`config.mk`:
```
export PLATFORM = sky130hd
export DESIGN_NAME = frerr_unit
export DESIGN_NICKNAME = d
export VERILOG_FILES = /design/src/rtl/frerr_pkg.sv /design/src/rtl/frerr_capture.sv /design/src/rtl/frerr_flags.sv /design/src/rtl/frerr_counters.sv /design/src/rtl/frerr_unit.sv
export SDC_FILE = /design/constraint.sdc
export NUM_CORES = 1
export LEC_CHECK = 0
export ABC_CLOCK_PERIOD_IN_PS = 1300
export CAP_MARGIN = 20
export CORE_ASPECT_RATIO = 1.2
export CORE_MARGIN = 4
export CORE_UTILIZATION = 35
export CTS_CLUSTER_SIZE = 28
export DETAILED_ROUTE_END_ITERATION = 10
export SKIP_CTS_REPAIR_TIMING = 1
export SLEW_MARGIN = 5
export SYNTH_ARGS = -nofsm -noshare
export SYNTH_HDL_FRONTEND = slang
export SYNTH_SLANG_ARGS = --single-unit
```
`constraint.sdc`:
```
create_clock -name clk -period 1.3 [get_ports clk]
set_input_delay 0.13 -clock clk [delete_from_list [all_inputs] [get_ports clk]]
set_output_delay 0.13 -clock clk [all_outputs]
set_load 0.02 [all_outputs]
```
`src/rtl/frerr_pkg.sv`:
```
package frerr_pkg;
    localparam int DATA_W  = 8;
    localparam int ADDR_W  = 3;
    localparam int NFLAG   = 6;
    localparam int ARB_W   = 5;
    localparam int CODE_W  = 2;
    localparam int STATE_W = DATA_W - CODE_W;

    localparam logic [ADDR_W-1:0] A_STATUS = 3'd0;
    localparam logic [ADDR_W-1:0] A_ENABLE = 3'd1;
    localparam logic [ADDR_W-1:0] A_TXCNT  = 3'd2;
    localparam logic [ADDR_W-1:0] A_RXCNT  = 3'd3;
    localparam logic [ADDR_W-1:0] A_WLIMIT = 3'd4;
    localparam logic [ADDR_W-1:0] A_CODCAP = 3'd5;
    localparam logic [ADDR_W-1:0] A_ARBCAP = 3'd6;

    localparam int F_PBO  = 5;
    localparam int F_ARB  = 4;
    localparam int F_BERR = 3;
    localparam int F_BOFF = 2;
    localparam int F_WARN = 1;
    localparam int F_PASS = 0;

    localparam logic [NFLAG-1:0]  W1C_MASK   = 6'b10_0111;
    localparam logic [DATA_W-1:0] WLIMIT_RST = 8'h96;
    localparam logic [DATA_W-1:0] TX_BOFF    = 8'd128;
endpackage

```
`src/rtl/frerr_capture.sv`:
```
module frerr_capture #(
    parameter int W = 8
) (
    input  logic         clk,
    input  logic         rst_n,
    input  logic         ev_i,
    input  logic [W-1:0] data_i,
    input  logic         rd_i,
    output logic [W-1:0] data_o
);
    typedef struct packed {
        logic         armed;
        logic [W-1:0] data;
    } cap_t;

    cap_t cap_d, cap_q;

    always_comb begin
        cap_d = cap_q;
        if (rd_i) cap_d.armed = 1'b1;
        if (ev_i && (cap_q.armed || rd_i)) begin
            cap_d.data  = data_i;
            cap_d.armed = 1'b0;
        end
    end

    always_ff @(posedge clk) begin
        if (!rst_n) cap_q <= '{armed: 1'b1, data: '0};
        else        cap_q <= cap_d;
    end

    assign data_o = cap_q.data;


    frozen_hold_chk: assert property (@(posedge clk) disable iff (!rst_n)
        (!cap_q.armed && !rd_i) |=> $stable(data_o));

    rearm_chk: assert property (@(posedge clk) disable iff (!rst_n)
        (rd_i && !ev_i) |=> cap_q.armed);

    latch_chk: assert property (@(posedge clk) disable iff (!rst_n)
        (ev_i && (cap_q.armed || rd_i)) |=> (!cap_q.armed && data_o == $past(data_i)));
endmodule

```
`src/rtl/frerr_flags.sv`:
```
module frerr_flags
    import frerr_pkg::*;
(
    input  logic             clk,
    input  logic             rst_n,
    input  logic [NFLAG-1:0] set_i,
    input  logic [NFLAG-1:0] clr_i,
    input  logic             en_wr_i,
    input  logic [NFLAG-1:0] en_data_i,
    output logic [NFLAG-1:0] status_o,
    output logic [NFLAG-1:0] enable_o,
    output logic             irq_o
);
    typedef struct packed {
        logic [NFLAG-1:0] status;
        logic [NFLAG-1:0] enable;
    } flg_t;

    flg_t flg_d, flg_q;

    always_comb begin
        flg_d        = flg_q;
        flg_d.status = (flg_q.status & ~clr_i) | set_i;
        if (en_wr_i) flg_d.enable = en_data_i;
    end

    always_ff @(posedge clk) begin
        if (!rst_n) flg_q <= '0;
        else        flg_q <= flg_d;
    end

    assign status_o = flg_q.status;
    assign enable_o = flg_q.enable;
    assign irq_o    = |(flg_q.status & flg_q.enable);


    set_wins_chk: assert property (@(posedge clk) disable iff (!rst_n)
        (|set_i) |=> ((status_o & $past(set_i)) == $past(set_i)));

    no_spurious_set_chk: assert property (@(posedge clk) disable iff (!rst_n)
        (set_i == '0) |=> ((status_o & ~$past(status_o)) == '0));
endmodule

```
`src/rtl/frerr_counters.sv`:
```
module frerr_counters
    import frerr_pkg::*;
(
    input  logic              clk,
    input  logic              rst_n,
    input  logic              core_reset_mode_i,
    input  logic              bus_off_i,
    input  logic              wr_tx_i,
    input  logic              wr_rx_i,
    input  logic              wr_lim_i,
    input  logic [DATA_W-1:0] wdata_i,
    output logic [DATA_W-1:0] tx_o,
    output logic [DATA_W-1:0] rx_o,
    output logic [DATA_W-1:0] lim_o
);
    typedef struct packed {
        logic [DATA_W-1:0] tx;
        logic [DATA_W-1:0] rx;
        logic [DATA_W-1:0] lim;
    } cnt_t;

    cnt_t cnt_d, cnt_q;

    always_comb begin
        cnt_d = cnt_q;
        if (wr_lim_i) cnt_d.lim = wdata_i;
        if (core_reset_mode_i && wr_tx_i) cnt_d.tx = wdata_i;
        if (core_reset_mode_i && wr_rx_i) cnt_d.rx = wdata_i;
        if (bus_off_i) begin
            cnt_d.tx = TX_BOFF;
            cnt_d.rx = '0;
        end
    end

    always_ff @(posedge clk) begin
        if (!rst_n) cnt_q <= '{tx: '0, rx: '0, lim: WLIMIT_RST};
        else        cnt_q <= cnt_d;
    end

    assign tx_o  = cnt_q.tx;
    assign rx_o  = cnt_q.rx;
    assign lim_o = cnt_q.lim;


    bus_off_preset_chk: assert property (@(posedge clk) disable iff (!rst_n)
        bus_off_i |=> (tx_o == TX_BOFF && rx_o == '0));

    locked_counters_chk: assert property (@(posedge clk) disable iff (!rst_n)
        (!core_reset_mode_i && !bus_off_i) |=> ($stable(tx_o) && $stable(rx_o)));
endmodule

```
`src/rtl/frerr_unit.sv`:
```
module frerr_unit
    import frerr_pkg::*;
(
    input  logic              clk,
    input  logic              rst_n,
    input  logic              core_reset_mode_i,
    input  logic              wr_en_i,
    input  logic              rd_en_i,
    input  logic [ADDR_W-1:0] addr_i,
    input  logic [DATA_W-1:0] wdata_i,
    output logic [DATA_W-1:0] rdata_o,
    input  logic              ev_prebuf_ovf_i,
    input  logic              ev_arb_lost_i,
    input  logic [ARB_W-1:0]  arb_pos_i,
    input  logic              ev_bus_err_i,
    input  logic [CODE_W-1:0] berr_code_i,
    input  logic [STATE_W-1:0] berr_state_i,
    input  logic              ev_bus_off_i,
    input  logic              ev_err_warn_i,
    input  logic              ev_err_pass_i,
    output logic              irq_o
);
    logic [NFLAG-1:0]  set_vec, clr_vec, status, enable;
    logic              rd_arb, rd_cod;
    logic [ARB_W-1:0]  arb_cap;
    logic [DATA_W-1:0] cod_cap, tx_cnt, rx_cnt, lim;

    assign rd_arb = rd_en_i && (addr_i == A_ARBCAP);
    assign rd_cod = rd_en_i && (addr_i == A_CODCAP);

    always_comb begin
        set_vec         = '0;
        set_vec[F_PBO]  = ev_prebuf_ovf_i;
        set_vec[F_ARB]  = ev_arb_lost_i;
        set_vec[F_BERR] = ev_bus_err_i;
        set_vec[F_BOFF] = ev_bus_off_i;
        set_vec[F_WARN] = ev_err_warn_i;
        set_vec[F_PASS] = ev_err_pass_i;

        clr_vec = (wr_en_i && addr_i == A_STATUS) ? (wdata_i[NFLAG-1:0] & W1C_MASK) : '0;
        clr_vec[F_ARB]  = rd_arb;
        clr_vec[F_BERR] = rd_cod;
    end

    frerr_flags u_flags (
        .clk      (clk),
        .rst_n    (rst_n),
        .set_i    (set_vec),
        .clr_i    (clr_vec),
        .en_wr_i  (wr_en_i && addr_i == A_ENABLE),
        .en_data_i(wdata_i[NFLAG-1:0]),
        .status_o (status),
        .enable_o (enable),
        .irq_o    (irq_o)
    );

    frerr_capture #(.W(ARB_W)) u_arb_cap (
        .clk   (clk),
        .rst_n (rst_n),
        .ev_i  (ev_arb_lost_i),
        .data_i(arb_pos_i),
        .rd_i  (rd_arb),
        .data_o(arb_cap)
    );

    frerr_capture #(.W(DATA_W)) u_cod_cap (
        .clk   (clk),
        .rst_n (rst_n),
        .ev_i  (ev_bus_err_i),
        .data_i({berr_code_i, berr_state_i}),
        .rd_i  (rd_cod),
        .data_o(cod_cap)
    );

    frerr_counters u_cnt (
        .clk              (clk),
        .rst_n            (rst_n),
        .core_reset_mode_i(core_reset_mode_i),
        .bus_off_i        (ev_bus_off_i),
        .wr_tx_i          (wr_en_i && addr_i == A_TXCNT),
        .wr_rx_i          (wr_en_i && addr_i == A_RXCNT),
        .wr_lim_i         (wr_en_i && addr_i == A_WLIMIT),
        .wdata_i          (wdata_i),
        .tx_o             (tx_cnt),
        .rx_o             (rx_cnt),
        .lim_o            (lim)
    );

    always_comb begin
        case (addr_i)
            A_STATUS: rdata_o = {{(DATA_W-NFLAG){1'b0}}, status};
            A_ENABLE: rdata_o = {{(DATA_W-NFLAG){1'b0}}, enable};
            A_TXCNT:  rdata_o = tx_cnt;
            A_RXCNT:  rdata_o = rx_cnt;
            A_WLIMIT: rdata_o = lim;
            A_CODCAP: rdata_o = cod_cap;
            A_ARBCAP: rdata_o = {{(DATA_W-ARB_W){1'b0}}, arb_cap};
            default:  rdata_o = '0;
        endcase
    end


    arb_flag_hold_chk: assert property (@(posedge clk) disable iff (!rst_n)
        (status[F_ARB] && !rd_arb) |=> status[F_ARB]);

    berr_flag_hold_chk: assert property (@(posedge clk) disable iff (!rst_n)
        (status[F_BERR] && !rd_cod) |=> status[F_BERR]);
endmodule

```
### After elaboration in Yosys (flattened, before gate mapping)

Cells that the tools add are included.

* output and inout port bits: 9
* bits in registers: 51

* equality and inequality tests: 6
* reduce and logical (&&, ||, !) cells: 19
* bitwise logic cells: 5
* muxes and demuxes: 9

Operators with widths (number)
* $pmux 8 s7: 1
* $mux 16: 1
* $mux 8: 2
* $and 6x6->6: 2
* $mux 6: 2
* $logic_and 1x1->1: 11
* $eq 3x3->1 const B: 3
* $mux 9: 1
* $eq 3x2->1 const B: 2
* $not 6->6: 1
* $or 6x6->6: 1
* $reduce_bool 2->1: 3
* $reduce_or 6->1: 1
* $eq 3x1->1 const B: 1
* $logic_not 3->1: 1
* $logic_or 1x1->1: 2
* $mux 1: 2
* $reduce_or 2->1: 1
* $not 1->1: 1

### Depth between registers and ports, before layout

Gate-level depths: netlist of the first run.

* word-level depth: 6
* gate-level depth with buffers: 6
* mapped depth without buffers: 3

### Cells and area by module

A second synthesis of the first run with hierarchy kept.

* cells, all modules: 294
* area, all modules: 2746.4 um^2

Modules (own cells, without submodules)
* frerr_counters: cells each 99, seq. area each 480.5 um^2, area an instance 1048.5 um^2, times used 1
* frerr_unit: cells each 77, seq. area each 0.0 um^2, area an instance 540.5 um^2, times used 1
* frerr_flags: cells each 42, seq. area each 240.2 um^2, area an instance 464.2 um^2, times used 1
* frerr_capture (u_cod_cap): cells each 46, seq. area each 180.2 um^2, area an instance 417.9 um^2, times used 1
* frerr_capture (u_arb_cap): cells each 30, seq. area each 120.1 um^2, area an instance 275.3 um^2, times used 1

### Least setup slack after synthesis of the first run

OpenSTA, ideal clock, no wires.

* kind: input-to-output
* start: input port addr_i[1]
* end: output port rdata_o[4]
* cell stages on the path: 5
* path slack: 0.043 ns
* data arrival time: 1.127 ns
* cells stage by stage: buf_6 clkbuf_8 mux2_2 a22oi_1 o221ai_1

* longest elaborated chain between the ends: 2

RTL lines
* from (decl): RTL line frerr_unit.sv:9 `input logic [ADDR_W-1:0] addr_i,`
* $eq 3x3->1 (tied with other cells): RTL line frerr_unit.sv:90 `case (addr_i)`
* $pmux 8 s7 (*): RTL line frerr_unit.sv:90
* to (decl): RTL line frerr_unit.sv:11 `output logic [DATA_W-1:0] rdata_o,`

Every way passes the cells marked *; elsewhere a longest branch is shown, timed or not.

### Final worst setup path of the first run

* start: register u_cnt.cnt_q (netlist bit u_cnt.rx_o[0])
* end: output port rdata_o[0]

* longest elaborated chain between the ends: 1

RTL lines
* from (decl): RTL line frerr_counters.sv:22 `cnt_t cnt_d, cnt_q;`
* from (signal assigned): RTL line frerr_counters.sv:36 `if (!rst_n) cnt_q <= '{tx: '0, rx: '0, lim: WLIMIT_RST};`
* from (signal assigned): RTL line frerr_counters.sv:37 `else cnt_q <= cnt_d;`
* $pmux 8 s7: RTL line frerr_unit.sv:90

No other way between the ends.

==> results of run 1 <==
[power groups by stage]
stage | Combinational [mW] | Clock [mW] | Sequential (mW)
2_1_floorplan | 0.305 | 0 | 1.68
3_3_place_gp | 0.612 | 0 | 1.69
5_1_grt | 0.729 | 0.925 | 1.67
4_1_cts | 0.619 | 0.864 | 1.66
6_report | 0.680 | 0.840 | 1.67
3_5_place_dp | 0.615 | 0 | 1.70
[area by class of cell]
class,instances,area (µm²)
Tap cell,87,108.9
Timing Repair Buffer,93,904.6
Sequential cell,51,1037
Multi-Input combinational cell,184,1443
Clock buffer,6,72.57
Inverter,1,7.507
Fill cell,632,3322
[critical path, cell delays in order (launching register included)]
cell	delay [ns]
dfxtp_2	0.34
mux4_2	0.47
mux2_4	0.29
buf_6	0.13
[layout by cell type (no fill, tap or decap), types with 13 or more instances in the layout]
cell type | netlist | final
a21oi_1 | 17 | 16
buf_4 | 2 | 38
buf_6 | 6 | 13
clkdlybuf4s50_1 | 0 | 30
dfxtp_1 | 51 | 38
dfxtp_2 | 0 | 13
mux2i_1 | 30 | 29
nand2_1 | 30 | 30
nand3_1 | 17 | 16
o21ai_0 | 17 | 17
[metal layers]
metal  track usage (%)  share of wire (%)  up-vias
li1                  -                  -     1087
met1             20.76                 43     1038
met2             27.63                 50       54
met3             2.698                4.6       13
met4             5.968                2.8        0
met5                 0                  0        -
[kinds of logic (layout without fill, tap and decap cells)]
group / Yosys count / in the layout / share of synthesized area, %
multiplexers: 40 / 40 / 18.33
flip-flops: 51 / 51 / 40.86
AND/OR/NAND/NOR: 80 / 80 / 18.03
buffers and inverters: 24 / 100 / 6.409
AO/OA/AOI/OAI: 64 / 64 / 16.37
[flip-flops by register name (all words and copies together), names as in the netlist]
signal and flops:
u_arb_cap.data_o 5, u_cnt.lim_o 8, u_cod_cap.data_o 8, u_cod_cap.cap_q 1
u_flags.status_o 6, u_arb_cap.cap_q 1, u_cnt.rx_o 8, u_flags.enable_o 6
u_cnt.tx_o 8
[Yosys cell counts (all sizes together)]
cell | n | area (µm²)
a21boi | 4 | 30.03
a21oi | 17 | 85.08
a221oi | 6 | 52.55
a22oi | 6 | 45.04
and2b | 3 | 22.52
and3 | 1 | 6.260
and4b | 3 | 30.03
and4bb | 2 | 25.02
buf | 14 | 112.6
clkbuf | 9 | 43.79
clkinv | 1 | 3.750
dfxtp | 51 | 1021
mux2 | 6 | 67.56
mux2i | 30 | 300.3
mux4 | 4 | 90.09
nand2 | 30 | 112.6
nand2b | 1 | 6.260
nand3 | 17 | 85.08
nand4b | 1 | 23.77
nor2 | 7 | 26.28
nor2b | 13 | 81.33
nor4b | 1 | 23.77
o21a | 8 | 60.06
o21ai | 17 | 85.08
o221ai | 1 | 8.760
o22ai | 1 | 6.260
o2bb2ai | 3 | 26.28
o311a | 1 | 10.01
or4 | 1 | 7.510
[final timing paths]
kind / from / endpoint
worst max-delay path: u_cnt.rx_o[0] / rdata_o[0]
worst min-delay path: addr_i[0] / u_cnt.tx_o[1]
worst max register to register: u_cod_cap.cap_q[8] / u_cod_cap.data_o[5]
worst min register to register: u_cod_cap.data_o[1] / u_cod_cap.data_o[1]
[stage by stage]
stage / instance area (µm²) / power [mW]
after floorplan: 2499 / 1.983
after global placement: 3292 / 2.307
after detailed placement: 3292 / 2.312
after CTS: 3364 / 3.142
after global routing: 3573 / 3.326
final: 3573 / 3.187
==> impl_metrics.tcl, run 1 <==
set metrics [dict create \
    via_per_inst 5.194 \
    p_seq_share_pct 52.3 \
    postSynthCellCount 259 \
    rrSetupSlack_ns 0.41 \
    first_pass_iters 4 \
    finalSetupViolations 7 \
    r2r_cells 3 \
    ir_worst_vdd_uv 588.6 \
    hold-path-cell-count 4 \
    skew_ns 0.002323 \
    p_leak_nw 1.380 \
    area_growth_pct 43.01 \
    io-pin-count 44 \
    die_y_um 100.6 \
    p_sw_mw 0.8207 \
    numCtsBuffers 5 \
    placed_cells 409 \
    grt_pass1_wl_mm 10.85 \
    intPower_mw 2.366 \
    wl_per_cell_um 16.99 \
    power_density_mw_per_mm2 891.7 \
    drt-initial-drc-count 137 \
    grt_pass1_vias 2073 \
    antenna_found_initial 0 \
    ys_ff_latch 51 \
    remaining_drc_errors 0 \
    dieWidth_um 85.13 \
    clock.fmax_mhz 604.6 \
    slew_headroom_pct 76.25 \
    clockPowerShare_pct 26.4 \
    clk_pin_slew_ns 0.09 \
    grt_max_degree 31 \
    status "finished with violations" \
    worstPathRequired_ns 1.17 \
    grt_usage_pct 16.30 \
    avgSynthCellArea_um2 9.647 \
    path_max_fanout 2 \
    overflow 0 \
    fin_util_pct 51.82 \
    io_buffers 43 \
    dp_hpwl_mm 5.328 \
    ys.warnings.count 0 \
    cp-start-kind "register" \
    finalHoldViolCount 0 \
    fin_ws_ns -0.3539 \
    cap_violations 0 \
    gp_congestion 0.8540 \
    tns_ns -1.688 \
    synth_seq_area_share_pct 40.86 \
    initial_core_util_pct 36.24 \
    finalNonFillerCells 422 \
    p_comb_share_pct 21.3 \
    htree_levels 2 \
    n_antenna_cell 0 \
    via_count 2192 \
    wl_mm 7.171 \
    synth_cell_types 32 \
    dp_slack_ns -0.9331 \
    rows 33 \
    clock_path_buffers 2 \
    coreArea_mm2 0.006895 \
    postRouteAntennaNets 0 \
    cts.sinks 51 \
    synthesis.nets 294 \
    post-route-period-util_pct 127.2 \
    rsz0062_at_grt "true" \
    criticalPathCategory "reg2out" \
    arrival_ns 1.52 \
    tritoncts "done" \
    tightest_slew_ns 0.3547 \
    critPathCaptureType "primary output" \
    drv_slew 0 \
    final_nets 371 \
    min_period_ns 1.654 \
    hold_path_class "in2reg" \
    synthesis.area_mm2 0.002499 \
    cts-root-buf "clkbuf_8" \
    violations "negative setup slack" \
    insertion_delay_ns 0.30 \
    finalHoldWorstSlack_ns 0.3026 \
    die_area_mm2 0.008560 \
    switching_share_pct 25.76 \
    final_layout_size_suffix_gt1_share_pct 34.93 \
]
(Power assumes the default switching activity.)
==> run 2, diff against run 1 <==
--- a/config.mk
+++ b/config.mk
@@ -5,7 +5,7 @@
 export SDC_FILE = /design/constraint.sdc
 export NUM_CORES = 1
 export LEC_CHECK = 0
-export ABC_CLOCK_PERIOD_IN_PS = 1300
+export ABC_CLOCK_PERIOD_IN_PS = 1900
 export CAP_MARGIN = 20
 export CORE_ASPECT_RATIO = 1.2
 export CORE_MARGIN = 4
==> constraint.sdc (replaced) <==
create_clock -name clk -period 1.9 [get_ports clk]
set_input_delay 0.19 -clock clk [delete_from_list [all_inputs] [get_ports clk]]
set_output_delay 0.19 -clock clk [all_outputs]
set_load 0.02 [all_outputs]
==> impl_metrics.tcl, run 2 (same netlist as run 1, synthesis figures left out) <==
set metrics [dict create \
    status "completed" \
    tightest_slew_ns 0.3373 \
    fin_util_pct 47.47 \
    first_pass_iters 4 \
    post-route-period-util_pct 92.25 \
    remaining_drc_errors 0 \
    final_nets 348 \
    numCtsBuffers 5 \
    criticalPathCategory "reg2out" \
    skew_ns 0.0008979 \
    rr_startpoint "u_arb_cap.cap_q[5]" \
    cap_violations 0 \
    power_density_mw_per_mm2 673.7 \
    grt_pass1_wl_mm 10.67 \
    insertion_delay_ns 0.30 \
    grt_max_degree 26 \
    wl_mm 6.669 \
    rows 33 \
    finalSetupViolations 0 \
    io-pin-count 44 \
    path_cells "mux4_2 -> mux2_2 -> dlymetal6s2s_1" \
    drv_slew 0 \
    rsz0062_at_grt "false" \
    worstPathRequired_ns 1.71 \
    ir_worst_vdd_uv 313.6 \
    hold_path_class "in2reg" \
    gp_congestion 0.8424 \
    path_max_fanout 2 \
    critPathCaptureType "primary output" \
    drt-initial-drc-count 147 \
    path_buf_inv 1 \
    die_y_um 100.6 \
    placed_area_mm2 0.003119 \
    clock.fmax_mhz 570.5 \
    r2r-end "u_arb_cap.data_o[4]" \
    p_leak_nw 1.308 \
    antenna_found_initial 0 \
    final_layout_size_suffix_gt1_share_pct 18.15 \
    finalHoldViolCount 0 \
    dp_hpwl_mm 5.041 \
    crit_end "rdata_o[2]" \
    rrSetupSlack_ns 0.99 \
    final_area_mm2 0.003273 \
    grt_usage_pct 15.95 \
    wl_per_cell_um 16.63 \
    clock_path_buffers 2 \
    layout_commonest_cell "dfxtp_1" \
    via_count 2103 \
    crit_path_start "u_cnt.rx_o[2]" \
    cp-start-kind "register" \
    min_period_ns 1.753 \
    arrival_ns 1.56 \
    clk_pin_slew_ns 0.09 \
    io_buffers 43 \
    n_antenna_cell 0 \
    r2r_cells 2 \
    htree_levels 2 \
    dieWidth_um 85.13 \
    overflow 0 \
    mostFrequentLayoutCells "dfxtp_1 (51), clkdlybuf4s50_1 (31), mux2i_1 (30), nand2_1 (30), buf_4 (20)" \
    cts-root-buf "clkbuf_8" \
    crit_cells 3 \
    slew_headroom_pct 77.41 \
    cp_slowest_stage_delay_ns 0.45 \
    slowest_stage "mux4_2" \
    die_area_mm2 0.008560 \
    coreArea_mm2 0.006895 \
    fillers 664 \
    area_growth_pct 31.00 \
    initial_core_util_pct 36.24 \
    via_per_inst 5.244 \
    tritoncts "done" \
    grt_pass1_vias 2067 \
    postRouteAntennaNets 0 \
    cts.sinks 51 \
    critical_path.top_delay_family "multiplexers" \
]
run 2: cell types whose count changed in the layout (fill, tap and decap cells not counted), sizes merged:
cell,delta
dlymetal6s2s,+8
clkdlybuf4s50,+1
buf,-30
run 2: worst min path at each step:
stage	end	from	cells after the start	slack (ns)
3_5_place_dp	u_cnt.lim_o[2]	u_cnt.lim_o[2]	2	0.46
4_1_cts	u_cod_cap.data_o[2]	berr_state_i[2]	3	0.43
5_1_grt	u_cod_cap.data_o[2]	berr_state_i[2]	3	0.44
6_report	u_cod_cap.data_o[2]	berr_state_i[2]	3	0.44
2_1_floorplan	u_cod_cap.cap_q[8]	ev_bus_err_i	1	0.30
3_3_place_gp	u_cnt.lim_o[4]	u_cnt.lim_o[4]	2	0.45
run 2: metal layers:
layer	GRT usage (%)	share of wire [%]	up-vias
li1	-	-	1047
met5	0	0	-
met1	20.69	44	982
met3	3.598	5.5	7
met4	6.334	1.6	0
met2	25.66	49	67
run 2: final cells by class:
cell class,count,area (µm²),area share [%]
multi-input combinational,184,1340,40.94
sequential,51,1021,31.19
timing repair buffer,70,695.7,21.25
tap,87,108.9,3.326
clock buffer,8,100.1,3.058
inverter,1,7.507,0.2294
run 2: through the flow:
step / power [mW] / std cells / TNS, ns / hold WS (ns) / setup slack, ns
floorplan: 1.357 / 259 / 0 / 0.3014 / 0.5227
global placement: 1.542 / 391 / -3.223 / 0.4503 / -0.4459
detailed placement: 1.544 / 391 / -3.168 / 0.4573 / -0.4609
CTS: 2.220 / 399 / -3.292 / 0.4324 / -0.4675
global route: 2.310 / 401 / 0 / 0.4409 / 0.1111
finish: 2.205 / 401 / 0 / 0.4363 / 0.1472
run 2: worst reg2reg max path, cell delays in order (launching register included):
cell,delay [ns]
dfxtp_1,0.33
o21a_1,0.30
mux2i_1,0.22
run 2: power breakdown:
part | internal (mW) | switching, mW
Sequential | 1.11 | 0.0285
Clock | 0.333 | 0.350
Combinational | 0.209 | 0.177
